[src/rtl/dbg_evt_pkg.sv]
package dbg_evt_pkg;
  localparam int EVT_W    = 12;
  localparam int NUM_SYNC = 5;

  typedef logic [EVT_W-1:0] evt_code_t;

  localparam evt_code_t CODE_IADDR = 12'h000;
  localparam evt_code_t CODE_IVAL  = 12'h020;
  localparam evt_code_t CODE_OADDR = 12'h040;
  localparam evt_code_t CODE_STEP  = 12'h060;
  localparam evt_code_t CODE_BREAK = 12'h080;
  localparam evt_code_t CODE_INT   = 12'h0A0;

  // Strobes from control to datapath
  typedef struct packed {
    logic      launchDbg;
    logic      launchPanic;
    logic      restore;
    logic      load;
    evt_code_t code;
  } dp_strobe_t;

  // Synchronous sources by rank, index 0 is the highest priority
  function automatic evt_code_t rankCode(int idx);
    case (idx)
      0:       rankCode = CODE_IADDR;
      1:       rankCode = CODE_IVAL;
      2:       rankCode = CODE_BREAK;
      3:       rankCode = CODE_OADDR;
      default: rankCode = CODE_STEP;
    endcase
  endfunction
endpackage

[src/rtl/dbg_evt_ctrl.sv]
module dbg_evt_ctrl
  import dbg_evt_pkg::*;
(
  input  logic       reqIaddr,
  input  logic       reqIval,
  input  logic       reqOaddr,
  input  logic       reqBreak,
  input  logic       retire,
  input  logic       dbgIntLine,
  input  logic       rteStrobe,
  input  logic       srLoad,
  input  logic       srBl,
  input  logic       srStep,
  output dp_strobe_t strobe
);
  logic [NUM_SYNC-1:0] syncVec;
  logic                syncHit;
  evt_code_t           syncCode;
  logic                intTake;
  logic                anyLaunch;

  assign syncVec = {retire & srStep, reqOaddr, reqBreak, reqIval, reqIaddr};

  // Walk from lowest rank upward so the highest-ranked request wins
  always_comb begin
    syncHit  = 1'b0;
    syncCode = CODE_STEP;
    for (int i = NUM_SYNC - 1; i >= 0; i--) begin
      if (syncVec[i]) begin
        syncHit  = 1'b1;
        syncCode = rankCode(i);
      end
    end
  end

  // Interrupt is sampled as a level; nothing is latched while blocked
  assign intTake   = dbgIntLine && !srBl && !syncHit;
  assign anyLaunch = syncHit || intTake;

  always_comb begin
    strobe.launchDbg   = (syncHit && !srBl) || intTake;
    strobe.launchPanic = syncHit && srBl;
    strobe.code        = syncHit ? syncCode : CODE_INT;
    strobe.restore     = rteStrobe && !anyLaunch;
    strobe.load        = srLoad && !anyLaunch && !rteStrobe;
  end
endmodule

[src/rtl/dbg_evt_dpath.sv]
module dbg_evt_dpath
  import dbg_evt_pkg::*;
#(
  parameter int              SR_W     = 32,
  parameter int              BL_POS   = 28,
  parameter int              STEP_POS = 27,
  parameter logic [SR_W-1:0] SR_RESET = '0
) (
  input  logic            clk,
  input  logic            rst_n,
  input  dp_strobe_t      strobe,
  input  logic [SR_W-1:0] srLoadData,
  output logic [SR_W-1:0] sr,
  output logic [SR_W-1:0] ssr,
  output evt_code_t       expEvt,
  output evt_code_t       pexpEvt,
  output logic            dbgLaunch,
  output logic            panicLaunch
);
  logic            launch;
  logic [SR_W-1:0] srLaunch;

  assign launch = strobe.launchDbg || strobe.launchPanic;

  always_comb begin
    srLaunch           = sr;
    srLaunch[BL_POS]   = 1'b1;
    srLaunch[STEP_POS] = 1'b0;
  end

  always_ff @(posedge clk or negedge rst_n) begin
    if (!rst_n) begin
      sr          <= SR_RESET;
      ssr         <= '0;
      expEvt      <= '0;
      pexpEvt     <= '0;
      dbgLaunch   <= 1'b0;
      panicLaunch <= 1'b0;
    end else begin
      dbgLaunch   <= strobe.launchDbg;
      panicLaunch <= strobe.launchPanic;
      if (launch) begin
        ssr    <= sr;
        sr     <= srLaunch;
        expEvt <= strobe.code;
        if (strobe.launchPanic) pexpEvt <= expEvt;
      end else if (strobe.restore) begin
        sr <= ssr;
      end else if (strobe.load) begin
        sr <= srLoadData;
      end
    end
  end

  // a panic only follows a cycle in which the block bit was set
  a_r3_panic_only_blocked: assert property (@(posedge clk) disable iff (!rst_n)
    panicLaunch |-> $past(sr[BL_POS]));

  // previous code holds what the event code held before the panic
  a_r4_prev_code_kept: assert property (@(posedge clk) disable iff (!rst_n)
    panicLaunch |-> pexpEvt == $past(expEvt));

  // an interrupt launch only follows an unblocked cycle
  a_r7_int_unblocked: assert property (@(posedge clk) disable iff (!rst_n)
    (dbgLaunch && expEvt == CODE_INT) |-> !$past(sr[BL_POS]));

  // status is saved whole, and the live copy is blocked and unstepped
  a_r9_ssr_saved: assert property (@(posedge clk) disable iff (!rst_n)
    (dbgLaunch || panicLaunch) |-> ssr == $past(sr));

  a_r9_block_set: assert property (@(posedge clk) disable iff (!rst_n)
    (dbgLaunch || panicLaunch) |-> (sr[BL_POS] && !sr[STEP_POS]));

  // exclusive single-cycle pulses
  a_r11_one_kind: assert property (@(posedge clk) disable iff (!rst_n)
    !(dbgLaunch && panicLaunch));

  a_r11_dbg_pulse: assert property (@(posedge clk) disable iff (!rst_n)
    dbgLaunch |=> !dbgLaunch);
endmodule

[src/rtl/dbg_event_router.sv]
module dbg_event_router
  import dbg_evt_pkg::*;
#(
  parameter int              SR_W     = 32,
  parameter int              BL_POS   = 28,
  parameter int              STEP_POS = 27,
  parameter logic [SR_W-1:0] SR_RESET = '0
) (
  input  logic             clk,
  input  logic             rst_n,
  input  logic             reqIaddr,
  input  logic             reqIval,
  input  logic             reqOaddr,
  input  logic             reqBreak,
  input  logic             retire,
  input  logic             dbgIntLine,
  input  logic             rteStrobe,
  input  logic             srLoad,
  input  logic [SR_W-1:0]  srLoadData,
  output logic             dbgLaunch,
  output logic             panicLaunch,
  output logic [EVT_W-1:0] expEvt,
  output logic [EVT_W-1:0] pexpEvt,
  output logic [SR_W-1:0]  srOut,
  output logic [SR_W-1:0]  ssrOut
);
  dp_strobe_t strobe;

  dbg_evt_ctrl i_ctrl (
    .reqIaddr   (reqIaddr),
    .reqIval    (reqIval),
    .reqOaddr   (reqOaddr),
    .reqBreak   (reqBreak),
    .retire     (retire),
    .dbgIntLine (dbgIntLine),
    .rteStrobe  (rteStrobe),
    .srLoad     (srLoad),
    .srBl       (srOut[BL_POS]),
    .srStep     (srOut[STEP_POS]),
    .strobe     (strobe)
  );

  dbg_evt_dpath #(
    .SR_W     (SR_W),
    .BL_POS   (BL_POS),
    .STEP_POS (STEP_POS),
    .SR_RESET (SR_RESET)
  ) i_dpath (
    .clk         (clk),
    .rst_n       (rst_n),
    .strobe      (strobe),
    .srLoadData  (srLoadData),
    .sr          (srOut),
    .ssr         (ssrOut),
    .expEvt      (expEvt),
    .pexpEvt     (pexpEvt),
    .dbgLaunch   (dbgLaunch),
    .panicLaunch (panicLaunch)
  );
endmodule

[config.mk]
export PLATFORM = sky130hd
export DESIGN_NAME = dbg_event_router
export DESIGN_NICKNAME = d
export VERILOG_FILES = /design/src/rtl/dbg_evt_pkg.sv /design/src/rtl/dbg_evt_ctrl.sv /design/src/rtl/dbg_evt_dpath.sv /design/src/rtl/dbg_event_router.sv
export SDC_FILE = /design/constraint.sdc
export NUM_CORES = 1
export LEC_CHECK = 0
export BUFFER_PORTS_ARGS = -buffer_cell sky130_fd_sc_hd__buf_2
export CORE_UTILIZATION = 46
export DETAILED_ROUTE_END_ITERATION = 10
export PLACE_DENSITY_LB_ADDON = 0.08
export SYNTH_ARGS = -nofsm -noshare
export SYNTH_HDL_FRONTEND = slang
export SYNTH_HIERARCHICAL = 1
export SYNTH_SLANG_ARGS = --single-unit
[constraint.sdc]
create_clock -name clk -period 1.95 [get_ports clk]
set_input_delay 0.0975 -clock clk [delete_from_list [all_inputs] [get_ports clk]]
set_output_delay 0.0975 -clock clk [all_outputs]
set_load 0.01 [all_outputs]
## Word-level counts from Yosys, hierarchy flattened

Index checks and enable logic that the tools add are counted.

| storage, ports and cells | value |
|---|---|
| input port bits | 42 |
| register bits after elaboration | 90 |
| word-level logic and storage cells | 40 |
| output and inout port bits | 90 |

| operators by class | value |
|---|---|
| multiplexer cells | 13 |
| bitwise operators | 2 |
| reduce and logical (&&, ||, !) cells | 18 |

Operators with widths:

| kind | number |
|---|---|
| $mux 32 | 2 |
| $mux 8 | 4 |
| $mux 29 | 1 |
| $logic_and 1x1->1 | 7 |
| $mux 6 | 1 |
| $mux 1 | 5 |
| $logic_not 1->1 | 4 |
| $reduce_and 2->1 | 2 |
| $logic_or 1x1->1 | 3 |
| $reduce_bool 3->1 | 1 |
| $reduce_bool 2->1 | 1 |
| $and 1x1->1 | 1 |
| $not 1->1 | 1 |

## Logic depth before layout (Yosys ltp)

Gate-level depths: netlist (run 1).

| depth | value |
|---|---|
| word-level depth | 15 |
| mapped depth | 7 |
| mapped depth without buffers | 5 |

## By module

Netlist (run 1), hierarchy kept.

Modules (own cells, without submodules):

| module | times used | cells each | sequential area each (um^2) | area each (um^2) |
|---|---|---|---|---|
| dbg_evt_dpath | 1 | 228 | 2252.2 | 3846.2 |
| dbg_evt_ctrl | 1 | 25 | 0.0 | 177.7 |

## Least setup slack after synthesis (run 1)

Ideal clock, no wire load.

| timing path | value |
|---|---|
| path type | register -> register |
| start point | reg i_dpath.sr[27] |
| end point | reg i_dpath.sr[0] |
| cell stages (with the launch flop) | 7 |
| path slack | -0.024 ns |
| library setup time | 0.125 ns |
| arrival time | 1.849 ns |
| data required time | 1.825 ns |
| cell sequence | dfrtp_1 -> a211o_1 -> nor4b_2 -> buf_6 -> buf_6 -> mux2_4 -> mux2_2 |

RTL lines:

| element | RTL line | RTL |
|---|---|---|
| from (decl) | dbg_evt_dpath.sv:13 | `output logic [SR_W-1:0] sr,` |
| from (signal assigned) | dbg_evt_dpath.sv:44 | `sr <= srLaunch;` |
| from (signal assigned) | dbg_evt_dpath.sv:48 | `sr <= ssr;` |
| from (signal assigned) | dbg_evt_dpath.sv:50 | `sr <= srLoadData;` |

==> results of run 1 <==
[cells in the final DEF (no fill, tap or decap), types with 2 or more instances in the layout]
master,count
buf_2,130
clkbuf_16,3
mux2i_1,2
inv_1,3
buf_12,7
buf_4,17
dfrtp_1,90
mux2_4,30
mux2_2,87
clkinvlp_4,3
a21oi_1,3
clkbuf_8,10
conb_1,9
buf_6,3
o21a_1,2
[cell usage after synthesis]
cell,instances,area share [%]
a211o_1,1,0.22
a21oi_1,3,0.37
buf_2,1,0.12
buf_4,13,2.4
buf_6,8,2.2
conb_1,1,0.093
dfrtp_1,90,56
inv_1,3,0.28
mux2_2,89,25
mux2_4,28,10
mux2i_1,2,0.50
nand2_1,1,0.093
nand2b_1,1,0.16
nor2_1,2,0.19
nor2b_1,1,0.16
nor4_1,1,0.16
nor4_2,1,0.31
nor4b_2,1,0.37
o21a_1,2,0.37
o21ai_0,1,0.12
o21ai_1,1,0.12
o31a_1,1,0.22
or2_2,1,0.16
[power groups by stage]
stage	clock, W	sequential (W)	combinational [W]
CTS	0.00130	0.00209	0.000546
global route	0.00138	0.00211	0.000601
floorplan	0	0.00218	0.000228
global placement	0	0.00212	0.000532
detailed placement	0	0.00213	0.000541
finish	0.00125	0.00209	0.000552
[registers in the layout, indices dropped and copies added, names as in the netlist]
name	cells
i_dpath/ssr	32
i_dpath/expEvt	12
i_dpath/dbgLaunch	1
i_dpath/panicLaunch	1
i_dpath/pexpEvt	12
i_dpath/sr	32
[metal layers]
| metal | track usage (%) | share of wire [%] | vias to the layer above |
|---|---|---|---|
| li1 | - | - | 1196 |
| met1 | 21.4 | 46 | 1274 |
| met2 | 28.2 | 48 | 81 |
| met3 | 4.39 | 5.5 | 6 |
| met4 | 7.84 | 1.1 | 0 |
| met5 | 0 | 0 | - |
[kinds of logic (layout without fill, tap and decap cells)]
| logic type | Yosys count | count (layout) |
|---|---|---|
| flip-flops | 90 | 90 |
| buffers and inverters | 25 | 179 |
| other | 1 | 9 |
| AND/OR/NAND/NOR | 9 | 9 |
| multiplexers | 119 | 119 |
| AO/OA/AOI/OAI | 9 | 9 |
[metrics by stage]
stage | setup slack, ns | utilization (%) | cells | TNS, ns | cell area [µm²]
floorplan | -0.0235 | - | 261 | -0.607 | 4050
global placement | 0.00201 | 58.6 | 493 | 0 | 4890
detailed placement | -0.0270 | 58.6 | 493 | -0.151 | 4890
CTS | -0.0231 | 61.2 | 509 | -0.207 | 5110
global route | -0.0786 | 63.1 | 520 | -3.45 | 5260
finish | -0.0499 | 63.1 | 520 | -1.40 | 5260
[timing repair]
item                                   in CTS  in global routing
resized for setup                           4                  3
endpoints found under the hold margin      25                  0
pin swaps                                   1                  2
hold buffers                                1                  0
gates cloned                                0                  4
setup buffers                               0                  7
setup endpoints to repair                  38                 55
[worst min-delay path: stages]
cell and delay [ns]:
buf_2 0.07, mux2i_1 0.05, a21oi_1 0.14
[worst paths after layout]
| kind | from | to |
|---|---|---|
| worst min-delay path | srLoadData[27] | i_dpath/sr[27] |
| worst max-delay path | i_dpath/sr[27] | i_dpath/sr[19] |
| min in group asynchronous | rst_n | i_dpath/pexpEvt[3] |
| worst min register to register | i_dpath/pexpEvt[5] | i_dpath/pexpEvt[5] |
| max in group asynchronous | rst_n | i_dpath/sr[24] |
| worst max register to register | i_dpath/sr[27] | i_dpath/sr[19] |
[area by class of cell]
cell class	instances	area (µm²)
fillers	695	3080
flip-flops and latches	90	2250
multi-input cells	146	1630
repair buffers	161	1040
clock buffers	11	141
well taps	105	131
clock inverters	4	52.6
inverters	3	11.3
==> summary.txt, run 1 <==
Residual DRC = 0
Multiplexer share of the synthesized area = 35.9%
Input/output buffers = 131
Reg2reg setup slack = -0.05 ns
Final Hold Vio Count = 0
Switching power of the nets = 0.000963 W
Worst hold path depth = 3
Total power = 0.00389 W
Yosys cell types = 23
Leakage power = 2.81 nW
Clk buf depth = 2
WP depth = 7
Slowest cell on crit path = dfrtp_1
Critical Path RT = 2.18 ns
Syn Area/Cell = 15.9 µm²
Critical path type = flip-flop to flip-flop
Std cell rows = 33
Initial Util = 48.2%
Fmax = 500 MHz
Switching share of power = 24.8%
Ports = 132
Clk_lat worst skew = 0.35 ns
TritonCTS sink count = 90
Comb power frac = 14.2%
Hold Slack = 0.0674 ns
CTS Root Cell = clkbuf_8
Simple-gate share of the synthesized area = 1.59%
Routability Congestion = 0.712
Worst EP arrival = 2.23 ns
Crit end category = flip-flop
Min-Delay Path Class = input pin to flip-flop
Clock Pin Slew Worst Setup and Hold Paths = 0.08 ns
Failing checks = negative setup slack
Gr ovfl total = 0
CP peak stage delay = 0.38 ns
Inserted Clock Buffers = 9
Period minus WS final = 2.00 ns
Cell Int Power = 0.00293 W
Total Nets Final = 453
Synthesis Warnings = 6
Routed Antenna Nets = 0
Clock power frac = 32.2%
Unrepaired setup endpoints after global routing = true
CTS tree = yes
Vias after detailed routing = 2557
Die Ht = 95.5 µm
Layout Skew = 0.0155 ns
Hpwl dp = 5.62 mm
First-pass GRT wire length = 11.7 mm
Via density = 4.92
PD cells = 740 nW/µm²
CTS H-Tree Depth = 3
Share of cells above drive strength 1 = 71.3%
Largest net degree at the start of global routing = 49
Core Box Area = 8340 µm²
VDD IR max = 0.376 mV
Max Cap Viol = 0
Worst reg2reg path depth = 7
Flops & latches, synth = 90
Chip width = 95.5 µm
Status = finished, violations left
Initial antenna violation count = 0
DR WL/cell = 15.8 µm
Die area = 9130 µm²
CP Max Fanout = 15
Final worst slack = -0.0499 ns
Largest family of logic cells by synthesized area = multiplexers
Seq/Total Area, Yosys = 56.0%
WP buf/inv = 2
# diodes = 0
Initial drt markers = 65
Cell Area, Synth = 4020 µm²
Synthesized instance count = 253
Fin crit share = 103%
Critical path launch point type = flip-flop
Setup violators final = 50
Total Routing Usage GR = 17.2%
Sequential share of power = 53.6%
Fin. max-slew vios = 0
Post-synthesis compound-gate area fraction = 1.43%
Wirelength, routed = 8.24 mm
Adder-Cell Fraction of Synth Area = 0%
Initial DRT Pass Iterations = 4
CP cell instances = a211o_1 -> o31a_1 -> nor2_4 -> buf_4 -> o21ai_4 -> buf_12 -> mux2_2
Layout area overhead = 30.7%
Crit path max-delay family = compound AO/OA/AOI/OAI gates
Vias in the first global route = 2372
Xor/xnor cell area share of the yosys netlist = 0%
No activity file was read; power rests on OpenSTA's default activity.
==> run 2: changes to the inputs <==
--- a/config.mk
+++ b/config.mk
@@ -9,6 +9,7 @@
 export CORE_UTILIZATION = 46
 export DETAILED_ROUTE_END_ITERATION = 10
 export PLACE_DENSITY_LB_ADDON = 0.08
+export REMOVE_ABC_BUFFERS = 1
 export SYNTH_ARGS = -nofsm -noshare
 export SYNTH_HDL_FRONTEND = slang
 export SYNTH_HIERARCHICAL = 1
==> summary.txt, run 2 (synthesis results as in run 1) <==
Routability Congestion = 0.768 (was 0.712)
Setup tns final = -2.07 ns (was -1.40 ns)
VDD IR max = 0.416 mV (was 0.376 mV)
Final worst slack = -0.0849 ns (was -0.0499 ns)
Die Ht = 95.5 µm (unchanged)
# diodes = 0 (unchanged)
Unrepaired setup endpoints after global routing = true (unchanged)
Chip width = 95.5 µm (unchanged)
CP Max Fanout = 11 (was 15)
Finished Cell Area = 5400 µm² (was 5260 µm²)
Leakage power = 2.89 nW (was 2.81 nW)
Fin. max-slew vios = 0 (unchanged)
Fmax = 491 MHz (was 500 MHz)
Initial antenna violation count = 0 (unchanged)
DR WL/cell = 16.1 µm (was 15.8 µm)
Slew headroom = 65.1%
Total Nets Final = 456 (was 453)
First-pass GRT wire length = 11.9 mm (was 11.7 mm)
Layout area overhead = 34.2% (was 30.7%)
Routed Antenna Nets = 0 (unchanged)
CTS H-Tree Depth = 3 (unchanged)
CTS tree = yes (unchanged)
Hold Slack = 0.0995 ns (was 0.0674 ns)
Final Hold Vio Count = 0 (unchanged)
CTS Root Cell = clkbuf_8 (unchanged)
Worst EP arrival = 2.27 ns (was 2.23 ns)
Initial drt markers = 79 (was 65)
Core Box Area = 8340 µm² (unchanged)
Largest regs = i_dpath/sr (32), i_dpath/ssr (32) (unchanged)
Commonest non-fill, non-tap cell in the layout = buf_2 (unchanged)
Commonest non-fill, non-tap cells in the layout = 130 x buf_2, 90 x dfrtp_1, 62 x mux2_4 (was 130 x buf_2, 90 x dfrtp_1, 87 x mux2_2)
Hpwl dp = 5.77 mm (was 5.62 mm)
Ports = 132 (unchanged)
Inserted Clock Buffers = 9 (unchanged)
PD cells = 717 nW/µm² (was 740 nW/µm²)
Share of cells above drive strength 1 = 71.8% (was 71.3%)
Failing checks = negative setup slack (unchanged)
Period minus WS final = 2.03 ns (was 2.00 ns)
Die area = 9130 µm² (unchanged)
Crit end category = flip-flop (unchanged)
Vias after detailed routing = 2577 (was 2557)
Max Cap Viol = 0 (unchanged)
Vias in the first global route = 2440 (was 2372)
Critical Path RT = 2.19 ns (was 2.18 ns)
Via density = 4.92 (about the same)
Min-Delay Path Class = input pin to flip-flop (unchanged)
Total Routing Usage GR = 17.3% (was 17.2%)
Area post-placement = 4910 µm² (was 4890 µm²)
Gr ovfl total = 0 (unchanged)
Initial Util = 48.2% (unchanged)
Largest net degree at the start of global routing = 41 (was 49)
Critical path launch point type = flip-flop (unchanged)
Status = finished, violations left (unchanged)
Residual DRC = 0 (unchanged)
Clk buf depth = 2 (unchanged)
Total power = 0.00387 W (was 0.00389 W)
Clk_lat worst skew = 0.34 ns (was 0.35 ns)
TritonCTS sink count = 90 (unchanged)
Wirelength, routed = 8.43 mm (was 8.24 mm)
Non-Filler Instances = 524 (was 520)
Worst Tran Pin Value = 0.523 ns
Initial DRT Pass Iterations = 4 (unchanged)
Critical path type = flip-flop to flip-flop (unchanged)
Clock Pin Slew Worst Setup and Hold Paths = 0.09 ns (was 0.08 ns)
Setup violators final = 62 (was 50)
Std cell rows = 33 (unchanged)
Layout Skew = 0.0140 ns (was 0.0155 ns)
Placed cells = 497 (was 493)
Input/output buffers = 131 (unchanged)
Fin crit share = 104% (was 103%)
[run 2: cell type report]
class	instances	area [µm²]
clock inverter	5	37.5
inverter	3	11.3
tap	105	131
clock buffer	11	151
fill	646	2940
sequential	90	2250
timing repair buffer	164	1060
multi-input combinational	146	1750
[run 2: routing by layer]
metal | routed length, µm | GRT usage (%) | vias to the layer above
met5 | 0 | 0 | -
li1 | - | - | 1197
met4 | 59 | 6.34 | 0
met3 | 515 | 5.26 | 5
met1 | 3960 | 23.0 | 1303
met2 | 3890 | 26.8 | 72
[run 2: worst max-delay path, stage by stage (launching register included)]
cell,delay [ns]
dfrtp_1,0.39
a211o_1,0.33
o31a_1,0.37
nor2_4,0.19
buf_4,0.16
clkbuf_16,0.16
mux2_2,0.33
[run 2: final timing paths]
kind                                    start            endpoint  slack [ns]  cells past startpoint
max reg2reg                    i_dpath/sr[27]      i_dpath/ssr[2]       -0.08                      6
max                            i_dpath/sr[27]      i_dpath/ssr[2]       -0.08                      6
min                            srLoadData[27]      i_dpath/sr[27]         0.1                      3
min reg2reg                i_dpath/pexpEvt[4]  i_dpath/pexpEvt[4]        0.51                      1
max in group asynchronous               rst_n     i_dpath/ssr[26]        1.06                      3
min in group asynchronous               rst_n       i_dpath/sr[8]        0.28                      2
[run 2: what timing repair did]
| action | CTS | global route |
|---|---|---|
| pin swaps | 0 | 2 |
| hold buffers | 1 | 0 |
| hold endpoints to repair | 36 | 0 |
| setup endpoints to repair | 50 | 64 |
| setup buffers | 0 | 7 |
| cloned | 0 | 4 |
| gates resized for setup | 5 | 44 |
[run 2: power breakdown]
group | internal, W | leakage (nW) | switching, W
registers | 0.00200 | 1.18 | 0.0000943
logic | 0.000340 | 1.62 | 0.000252
clock network | 0.000538 | 0.0919 | 0.000647
total | 0.00288 | 2.89 | 0.000994
[run 2: metrics by stage]
step	util (%)	setup WS, ns
floorplan	-	-3.88
global placement	58.8	-0.0457
detailed placement	58.8	-0.0919
CTS	61.4	-0.0732
global route	64.7	-0.118
finish	64.7	-0.0849
